File: config.mk
export PLATFORM = sky130hd
export DESIGN_NAME = xfer_type_monitor
export DESIGN_NICKNAME = d
export VERILOG_FILES = /design/src/rtl/xmon_pkg.sv /design/src/rtl/xmon_burst_track.sv /design/src/rtl/xmon_hold_check.sv /design/src/rtl/xmon_err_store.sv /design/src/rtl/xfer_type_monitor.sv
export SDC_FILE = /design/constraint.sdc
export NUM_CORES = 1
export LEC_CHECK = 0
export BUFFER_PORTS_ARGS = -buffer_cell sky130_fd_sc_hd__buf_4
export CORE_UTILIZATION = 30
export DETAILED_ROUTE_END_ITERATION = 8
export PLACE_DENSITY = 0.45
export SLEW_MARGIN = 5
export SYNTH_ARGS = -nofsm -noshare
export SYNTH_HDL_FRONTEND = slang
export SYNTH_HIERARCHICAL = 1
export SYNTH_SLANG_ARGS = --single-unit
export TNS_END_PERCENT = 50
File: constraint.sdc
create_clock -name clk -period 3.76 [get_ports clk]
set_input_delay 0.376 -clock clk [delete_from_list [all_inputs] [get_ports clk]]
set_output_delay 0.376 -clock clk [all_outputs]
set_load 0.01 [all_outputs]
File: src/rtl/xmon_pkg.sv
package xmon_pkg;

  localparam int BURST_W = 3;
  localparam int SIZE_W  = 3;
  localparam int NUM_ERR = 5;

  // flag bit positions
  localparam int E_SEQ_ORPHAN  = 0;
  localparam int E_BUSY_ORPHAN = 1;
  localparam int E_CTRL_DRIFT  = 2;
  localparam int E_ADDR_STEP   = 3;
  localparam int E_HOLD_BREAK  = 4;

  typedef enum logic [1:0] {
    TR_IDLE   = 2'b00,
    TR_BUSY   = 2'b01,
    TR_NONSEQ = 2'b10,
    TR_SEQ    = 2'b11
  } trans_e;

  typedef struct packed {
    logic               write;
    logic [BURST_W-1:0] burst;
    logic [SIZE_W-1:0]  size;
  } ctrl_t;

endpackage

File: src/rtl/xmon_burst_track.sv
module xmon_burst_track
  import xmon_pkg::*;
#(
  parameter int ADDR_W = 32
) (
  input  logic              clk,
  input  logic              rst_n,
  input  trans_e            trans,
  input  logic [ADDR_W-1:0] addr,
  input  ctrl_t             ctrl,
  input  logic              ready,
  output logic              burst_open,
  output logic              hit_seq_orphan,
  output logic              hit_busy_orphan,
  output logic              hit_drift,
  output logic              hit_step
);

  logic              open_q, open_n;
  ctrl_t             head_q, head_n;
  logic [ADDR_W-1:0] last_q, last_n;
  logic [ADDR_W-1:0] step;
  logic              is_seq, is_busy;

  assign is_seq  = (trans == TR_SEQ);
  assign is_busy = (trans == TR_BUSY);
  assign step    = ADDR_W'(1) << head_q.size;

  always_comb begin
    hit_seq_orphan  = ready && is_seq  && !open_q;
    hit_busy_orphan = ready && is_busy && !open_q;
    hit_drift       = ready && is_seq  && open_q && (ctrl != head_q);
    hit_step        = ready && is_seq  && open_q && head_q.burst[0]
                      && (addr != (last_q + step));
  end

  always_comb begin
    open_n = open_q;
    head_n = head_q;
    last_n = last_q;
    if (ready) begin
      unique case (trans)
        TR_IDLE:   open_n = 1'b0;
        TR_NONSEQ: begin
          open_n = 1'b1;
          head_n = ctrl;
          last_n = addr;
        end
        TR_SEQ:    if (open_q) last_n = addr;
        default:   ;
      endcase
    end
  end

  always_ff @(posedge clk or negedge rst_n) begin
    if (!rst_n) begin
      open_q <= 1'b0;
      head_q <= '0;
      last_q <= '0;
    end else if (ready) begin
      open_q <= open_n;
      head_q <= head_n;
      last_q <= last_n;
    end
  end

  assign burst_open = open_q;

endmodule

File: src/rtl/xmon_hold_check.sv
module xmon_hold_check
  import xmon_pkg::*;
#(
  parameter int ADDR_W = 32
) (
  input  logic              clk,
  input  logic              rst_n,
  input  trans_e            trans,
  input  logic [ADDR_W-1:0] addr,
  input  ctrl_t             ctrl,
  input  logic              lock,
  input  logic              ready,
  output logic              hit_hold
);

  trans_e            p_trans;
  logic [ADDR_W-1:0] p_addr;
  ctrl_t             p_ctrl;
  logic              p_lock;
  logic              p_ready;
  logic              pending, moved;

  assign pending = !p_ready && (p_trans != TR_IDLE);

  always_comb begin
    moved = (trans != p_trans) || (addr != p_addr)
            || (ctrl != p_ctrl) || (lock != p_lock);
    hit_hold = pending && moved;
  end

  always_ff @(posedge clk or negedge rst_n) begin
    if (!rst_n) begin
      p_trans <= TR_IDLE;
      p_addr  <= '0;
      p_ctrl  <= '0;
      p_lock  <= 1'b0;
      p_ready <= 1'b1;
    end else begin
      p_trans <= trans;
      p_addr  <= addr;
      p_ctrl  <= ctrl;
      p_lock  <= lock;
      p_ready <= ready;
    end
  end

endmodule

File: src/rtl/xmon_err_store.sv
module xmon_err_store #(
  parameter int N = 5
) (
  input  logic         clk,
  input  logic         rst_n,
  input  logic         clr,
  input  logic [N-1:0] hit,
  output logic [N-1:0] flags,
  output logic         pulse
);

  logic [N-1:0] flags_q, flags_n;
  logic         pulse_q, pulse_n;

  for (genvar i = 0; i < N; i++) begin : g_bit
    always_comb flags_n[i] = (clr ? 1'b0 : flags_q[i]) | hit[i];
  end

  assign pulse_n = |hit;

  always_ff @(posedge clk or negedge rst_n) begin
    if (!rst_n) begin
      flags_q <= '0;
      pulse_q <= 1'b0;
    end else begin
      flags_q <= flags_n;
      pulse_q <= pulse_n;
    end
  end

  assign flags = flags_q;
  assign pulse = pulse_q;

endmodule

File: src/rtl/xfer_type_monitor.sv
module xfer_type_monitor
  import xmon_pkg::*;
#(
  parameter int ADDR_W = 32
) (
  input  logic                   clk,
  input  logic                   rst_n,
  input  logic                   clr,
  input  logic [1:0]             bus_trans,
  input  logic [ADDR_W-1:0]      bus_addr,
  input  logic                   bus_write,
  input  logic [BURST_W-1:0]     bus_burst,
  input  logic [SIZE_W-1:0]      bus_size,
  input  logic                   bus_lock,
  input  logic                   bus_ready,
  output logic [NUM_ERR-1:0]     err_flags,
  output logic                   err_pulse
);

  trans_e             trans;
  ctrl_t              ctrl;
  logic               burst_open;
  logic [NUM_ERR-1:0] hit;

  assign trans      = trans_e'(bus_trans);
  assign ctrl.write = bus_write;
  assign ctrl.burst = bus_burst;
  assign ctrl.size  = bus_size;

  xmon_burst_track #(.ADDR_W(ADDR_W)) u_track (
    .clk             (clk),
    .rst_n           (rst_n),
    .trans           (trans),
    .addr            (bus_addr),
    .ctrl            (ctrl),
    .ready           (bus_ready),
    .burst_open      (burst_open),
    .hit_seq_orphan  (hit[E_SEQ_ORPHAN]),
    .hit_busy_orphan (hit[E_BUSY_ORPHAN]),
    .hit_drift       (hit[E_CTRL_DRIFT]),
    .hit_step        (hit[E_ADDR_STEP])
  );

  xmon_hold_check #(.ADDR_W(ADDR_W)) u_hold (
    .clk      (clk),
    .rst_n    (rst_n),
    .trans    (trans),
    .addr     (bus_addr),
    .ctrl     (ctrl),
    .lock     (bus_lock),
    .ready    (bus_ready),
    .hit_hold (hit[E_HOLD_BREAK])
  );

  xmon_err_store #(.N(NUM_ERR)) u_store (
    .clk   (clk),
    .rst_n (rst_n),
    .clr   (clr),
    .hit   (hit),
    .flags (err_flags),
    .pulse (err_pulse)
  );

endmodule

==> results of run 1 <==
-- critical path: stages, from the launching register on --
cell	delay, ps
dfrtp_1	490
nor3b_1	410
fa_1	310
a211oi_2	100
o211ai_1	400
nand4_1	230
nor4_2	300
xnor2_1	150
o21ai_0	120
a2111oi_2	300
a41oi_1	220
nor2_1	140
nand2_1	60
-- through the flow --
stage	utilization [%]	total power, uW
detailed placement	35.2	1960
global route	37.1	3000
CTS	37.1	2870
global placement	35.2	1960
finish	37.1	2830
floorplan	-	1710
-- power by group through the flow --
| stage | sequential (uW) | clock, uW | combinational, uW |
|---|---|---|---|
| floorplan | 1170 | 0 | 534 |
| global placement | 1210 | 0 | 744 |
| detailed placement | 1220 | 0 | 740 |
| CTS | 1200 | 926 | 744 |
| global route | 1220 | 965 | 815 |
| finish | 1200 | 892 | 735 |
-- kinds of logic after synthesis --
kind of cell	after synthesis
multiplexers	40
AND/OR/NAND/NOR	123
adder cells (fa/ha/maj)	9
flip-flops	89
buffers and inverters	14
AO/OA/AOI/OAI	50
XOR/XNOR	97
-- cells in the final DEF (no fill, tap or decap), types with 2 or more instances in the layout --
master     netlist  layout
mux2i_1          2       2
inv_1            5       5
a21oi_4          1       2
ha_1             8       8
clkbuf_16        0       9
xnor2_1         70      70
nand2_1         28      28
or3_1            3       3
a211o_1          2       2
nor2_1          24      24
o211ai_1         6       6
dfrtp_1         88      88
and2_1           5       5
a21oi_1          6       5
nand4_1         18      18
nor3b_1          4       4
xor2_1          27      27
nor4_1           8       8
nand3_1         10      10
a41o_1           2       2
a211oi_2         2       2
o21ai_0         13      13
clkbuf_1         7       5
and3b_1          2       2
and3_1           5       5
a21o_1           6       6
a311oi_1         2       2
mux2_2          38      38
nor3_1           9       9
buf_4            0      54
a31oi_1          2       2
-- registers in the layout, indices dropped and copies added (netlist names) --
name / cells
u_hold/p_addr: 32
u_track/last_q: 32
u_hold/p_ctrl: 7
u_track/head_q: 7
u_store/flags: 5
u_hold/p_trans: 2
u_hold/p_lock: 1
u_hold/p_ready: 1
u_store/pulse: 1
u_track/burst_open: 1
-- cell type report --
cell class                 instances  area, um^2
clock buffer                      15         258
clock inverter                     1        30.0
fill                            1504        9600
inverter                           6        22.5
multi-input combinational        319        2450
sequential                        89        2230
tap                              211         264
timing repair buffer              54         405
-- Yosys cell counts (2+ instances only) --
cell | count | area, um^2
and3_1 | 5 | 31.3
and2_1 | 5 | 31.3
mux2_2 | 38 | 428
inv_1 | 5 | 18.8
a31oi_1 | 2 | 12.5
clkbuf_1 | 7 | 26.3
nor3_1 | 9 | 45.0
a41o_1 | 2 | 20.0
nand3_1 | 10 | 50.1
or3_1 | 3 | 18.8
dfrtp_1 | 88 | 2200
nor3b_1 | 4 | 30.0
o211ai_1 | 6 | 45.0
nand2_1 | 28 | 105
and3b_1 | 2 | 17.5
nor4_1 | 8 | 50.1
a311oi_1 | 2 | 17.5
mux2i_1 | 2 | 20.0
nand4_1 | 18 | 113
a211o_1 | 2 | 17.5
a21oi_1 | 6 | 30.0
xor2_1 | 27 | 236
o21ai_0 | 13 | 65.1
a211oi_2 | 2 | 25.0
xnor2_1 | 70 | 613
a21o_1 | 6 | 45.0
nor2_1 | 24 | 90.1
ha_1 | 8 | 100
-- worst max-delay path by stage --
stage / from / end / slack [ps] / cells past startpoint
6_report: u_track/head_q[0] / u_store/pulse / 430 / 12
5_1_grt: u_track/head_q[0] / u_store/pulse / 50 / 12
4_1_cts: u_track/head_q[0] / u_store/pulse / 420 / 12
3_5_place_dp: u_track/head_q[0] / u_store/pulse / 450 / 12
3_3_place_gp: u_track/head_q[0] / u_store/pulse / 500 / 13
2_1_floorplan: u_track/head_q[0] / u_store/flags[3] / 780 / 13
-- metal layers --
layer  vias to the layer above  global-route usage, %  part of all wire (%)
met5                         -                      0                     0
met4                         0                   7.77                   2.9
met3                        19                   2.93                   2.5
met2                        57                   24.9                    46
met1                      1601                   21.3                    48
li1                       1616                      -                     -
==> impl_results.md, run 1 <==
* Outcome: finished clean
* Detailed Routing Iterations Pass 1 at 6
* Final Hold Fails at 0
* Largest net degree at the start of global routing at 66
* Top_reg_cell synth: dfrtp_1
* Switching Share at 30.6%
* Share of cells above drive strength 1 at 23.6%
* Vias post-DR at 3,293
* DRT antenna net count at 0
* Synth unique cells at 48
* Antenna diode count at 0
* Hold buffer count at CTS at 0
* Final Instance Area at 5650 um^2
* RePlAce Congestion at 0.832
* Reg2reg path depth at 12
* Post-synthesis xor/xnor area fraction at 18.0%
* Max-Cap Viols at 0
* Synth Area in Compound Gates at 7.87%
* Worst EP required at 3990 ps
* Final wirelength at 11.8 mm
* RSZ-0062 raised after global routing: no
* DPL Wire Length at 9.14 mm
* DRC at 0
* Final Skew at 8.78 ps
* Synth Area in Simple Gates at 13.7%
* Initial antenna violation count at 0
* Synth-to-layout area growth at 19.7%
* Final cell count without fillers at 695
* Internal Power at 1960 uW
* Seq/Total Area, Yosys at 47.2%
* Synthesized area at 4720 um^2
* Worst-skew pair later-pin latency at 350 ps
* Pins Over Slew Limit at 0
* Mux cell area share after synthesis at 9.48%
* Synthesized flop and latch total at 89
* TritonCTS Sinks at 89
* Logic pwr share at 26.0%
* GRT Total Usage at 16.0%
* Leakage power at 0.00230 uW
* Die area at 16,200 um^2
* IO Port Bufs at 51
* Postcts setup bufs at 0
* Worst-Margin Slew at 1190 ps
* # setup viols final at 0
* Syn Area/Cell at 11.2 um^2
* Final min period at 3330 ps
* GRT overflow at 0
* Worst vdd ir at 227 uV
* Worst Hold Class: primary input to async pin
* DIE WIDTH at 127 um
* H-tree levels at 3
* Die Height at 127 um
* Clock share of power at 31.6%
* Fmax at 300 MHz
* Critical Path Source Type: flop
* Syn Inst Count at 422
* Cell Area, Placed at 5370 um^2
* Drt via density at 4.74
* Seq pwr share at 42.4%
* Crit path max fanout at 10
* Switch Pwr at 865 uW
* Slew margin rel. at 20.4%
* I/O pins at 52
* DR WL/cell at 17.0 um
* Setup WS post-layout at 429 ps
* Clock root buffer: clkbuf_16
* CTS Buffer Depth at 2
* Async set-reset flop share out of synthesis at 100%
* Nets at 534
* Synthesis Warnings at 6
* Cell area power density at 500 nW/um^2
* Placed cell count at 679
* Starting DRT DRC Count at 116
* RR Endpoint: u_store/pulse
* Post-Place Worst Slack at 446 ps
* R2r setup slk at 430 ps
* Setup Crit Path Kind: flop to flop
* Largest family of logic cells by synthesized area: XOR/XNOR gates
* CP arrival at 3560 ps
* Cts repair resizes at 0
* Clk slew on worst S/H paths at 60 ps
* Final period util at 88.6%
* Syn Nets at 477
* CTS Buf Count at 9
* Synthesized-area fraction occupied by adder cells at 2.54%
* First-pass GRT wire length at 19.2 mm
* Worst hold margin at 125 ps
* Crit end category: flop
* CORE AREA at 15,300 um^2
* # rows at 45
* TritonCTS clock tree: yes
* Setup_tns at 0 ps
* Vias in the first global route at 3,439
* Post-synth EDFFs at 0
* Initial core utilization at 31.0%
* Crit Reg-Reg Startpoint: u_track/head_q[0]
No activity file was read; power rests on OpenSTA's default activity.
==> run 2: changes to the inputs <==
--- a/config.mk
+++ b/config.mk
@@ -5,10 +5,10 @@
 export SDC_FILE = /design/constraint.sdc
 export NUM_CORES = 1
 export LEC_CHECK = 0
-export BUFFER_PORTS_ARGS = -buffer_cell sky130_fd_sc_hd__buf_4
 export CORE_UTILIZATION = 30
 export DETAILED_ROUTE_END_ITERATION = 8
-export PLACE_DENSITY = 0.45
+export DONT_BUFFER_PORTS = 1
+export PLACE_DENSITY = 0.43
 export SLEW_MARGIN = 5
 export SYNTH_ARGS = -nofsm -noshare
 export SYNTH_HDL_FRONTEND = slang
==> run 2 against run 1 <==
  * Clock skew shrank 1.9 ps
  * Cell count shrank 7.1%
  * Register-to-register slack lost 40 ps
  * Critical endpoint unchanged
  * Largest power group unchanged
==> impl_results.md, run 2 (synthesized netlist as in run 1, its figures left out) <==
* Final Skew at 6.89 ps (-1.89 ps)
* Final wirelength at 11.5 mm (-2.8%)
* RSZ-0062 raised after global routing: no
* TritonCTS Sinks at 89 (unchanged)
* TritonCTS clock tree: yes
* # rows at 45 (unchanged)
* Worst-skew pair later-pin latency at 350 ps (about the same)
* Initial antenna violation count at 0 (unchanged)
* Max-Cap Viols at 0 (unchanged)
* RePlAce Congestion at 0.855 (+2.7%)
* Final cell count without fillers at 646 (-7.1%)
* GRT Total Usage at 15.4% (-0.55 points)
* DPL Wire Length at 8.95 mm (-2.1%)
* GRT overflow at 0 (unchanged)
* Die Height at 127 um (unchanged)
* Antenna diode count at 0 (unchanged)
* Critical Path Source Type: flop
* CTS Buf Count at 9 (unchanged)
* Internal Power at 1860 uW (-5.1%)
* Share of cells above drive strength 1 at 15.6% (-7.9 points)
* Worst-Margin Slew at 1150 ps (-38.1 ps)
* Crit path max fanout at 10 (unchanged)
* Cts repair resizes at 0 (unchanged)
* Final period util at 89.6% (+0.98 points)
* Worst EP required at 4000 ps (about the same)
* Cell area power density at 512 nW/um^2 (+2.5%)
* Seq pwr share at 44.1% (+1.7 points)
* Largest registers: u_hold/p_addr x32, u_track/last_q x32
* Vias post-DR at 3,103 (-5.8%)
* Largest net degree at the start of global routing at 90 (+36%)
* Placed cell count at 627 (-7.7%)
* CTS Buffer Depth at 2 (unchanged)
* Setup Crit Path Kind: flop to flop
* DR WL/cell at 17.8 um (+4.6%)
* Vias in the first global route at 3,194 (-7.1%)
* Initial core utilization at 31.0% (unchanged)
* Starting DRT DRC Count at 109 (-6.0%)
* Final Hold Fails at 0 (unchanged)
* First-pass GRT wire length at 18.3 mm (-4.8%)
* Slew margin rel. at 23.0% (+2.5 points)
* DIE WIDTH at 127 um (unchanged)
* Nets at 485 (-9.2%)
* H-tree levels at 3 (unchanged)
* Clock root buffer: clkbuf_16
* Switching Share at 31.5% (+0.91 points)
* Hold Crit Depth at 0
* CP arrival at 3610 ps (+50 ps)
* Postcts setup bufs at 0 (unchanged)
* Clk slew on worst S/H paths at 70 ps (about the same)
* Final Instance Area at 5310 um^2 (-6.2%)
* Die area at 16,200 um^2 (unchanged)
* DRC at 0 (unchanged)
* Logic pwr share at 24.4% (-1.6 points)
* IO Port Bufs at 0 (-100%)
* Final min period at 3370 ps (+37.0 ps)
* Fmax at 297 MHz (-1.1%)
* Most frequent cells in the layout: dfrtp_1, xnor2_1, mux2_2
* Reg2reg path depth at 12 (unchanged)
* Most common cell after layout, fill and taps aside: dfrtp_1
* I/O pins at 52 (unchanged)
* Pins Over Slew Limit at 0 (unchanged)
* Crit end category: flop
* Setup_tns at 0 ps (unchanged)
* Worst vdd ir at 212 uV (-6.5%)
* Util after Layout at 34.8% (-2.3 points)
* DRT antenna net count at 0 (unchanged)
* # setup viols final at 0 (unchanged)
* Cell Area, Placed at 4980 um^2 (-7.3%)
* Filler cells at 1,551 (+3.1%)
* Power Total at 2720 uW (-3.8%)
* CORE AREA at 15,300 um^2 (unchanged)
* Switch Pwr at 857 uW (-0.97%)
* Worst Hold Class: primary input to flop
* Leakage power at 0.00206 uW (-10%)
* Clock share of power at 31.5% (about the same)
* Synth-to-layout area growth at 12.3%
* Outcome: finished clean
* Detailed Routing Iterations Pass 1 at 4 (-2)
* Drt via density at 4.80 (+1.4%)
[run 2: per-layer routing]
metal | vias up | wire length (um) | global-route usage (%) | part of all wire, %
li1 | 1522 | - | - | -
met1 | 1522 | 5380 | 20.1 | 47
met2 | 47 | 5390 | 24.4 | 47
met3 | 12 | 546 | 4.15 | 4.7
met4 | 0 | 196 | 5.67 | 1.7
met5 | - | 0 | 0 | 0
[run 2: layout make-up]
class	instances	area, um^2	area share [%]
timing repair buffer	5	62.6	1.18
clock inverter	6	42.5	0.802
inverter	6	22.5	0.425
clock buffer	10	239	4.50
multi-input combinational	319	2450	46.1
tap	211	264	4.98
sequential	89	2230	42.0
[run 2: final timing paths]
| check | startpoint | end | slack (ps) |
|---|---|---|---|
| max | u_track/head_q[0] | u_store/pulse | 390 |
| min | bus_lock | u_hold/p_lock | 40 |
| max in group asynchronous | rst_n | u_track/last_q[16] | 2810 |
| min reg2reg | u_track/last_q[5] | u_track/last_q[5] | 520 |
| min in group asynchronous | rst_n | u_hold/p_ctrl[3] | 580 |
| max reg2reg | u_track/head_q[0] | u_store/pulse | 390 |
[run 2: through the flow]
step | hold slack (ps) | setup WS [ps]
finish | 43.0 | 392
global route | 22.0 | 91.9
CTS | 27.3 | 334
detailed placement | 84.5 | 363
global placement | 84.3 | 436
floorplan | 80.4 | 782
[run 2: what timing repair did]
item | CTS | global route
endpoints found under the setup margin | 0 | 0
endpoints found under the hold margin | 90 | 0
hold buffers | 3 | 0
[run 2: critical path, cell delays in order (launching register included)]
cell	delay, ps
dfrtp_1	500
nor3b_1	420
ha_1	340
a211oi_2	340
nor3_2	90
o211ai_1	420
nor2_1	120
xnor2_1	150
o21ai_0	120
a2111oi_2	330
a41oi_1	220
nor2_1	150
nand2_1	50
[run 2: power by group through the flow]
stage	registers, uW	clock network (uW)	logic, uW
floorplan	1170	0	534
global placement	1220	0	647
detailed placement	1220	0	641
CTS	1200	888	671
global route	1220	924	738
finish	1200	855	662
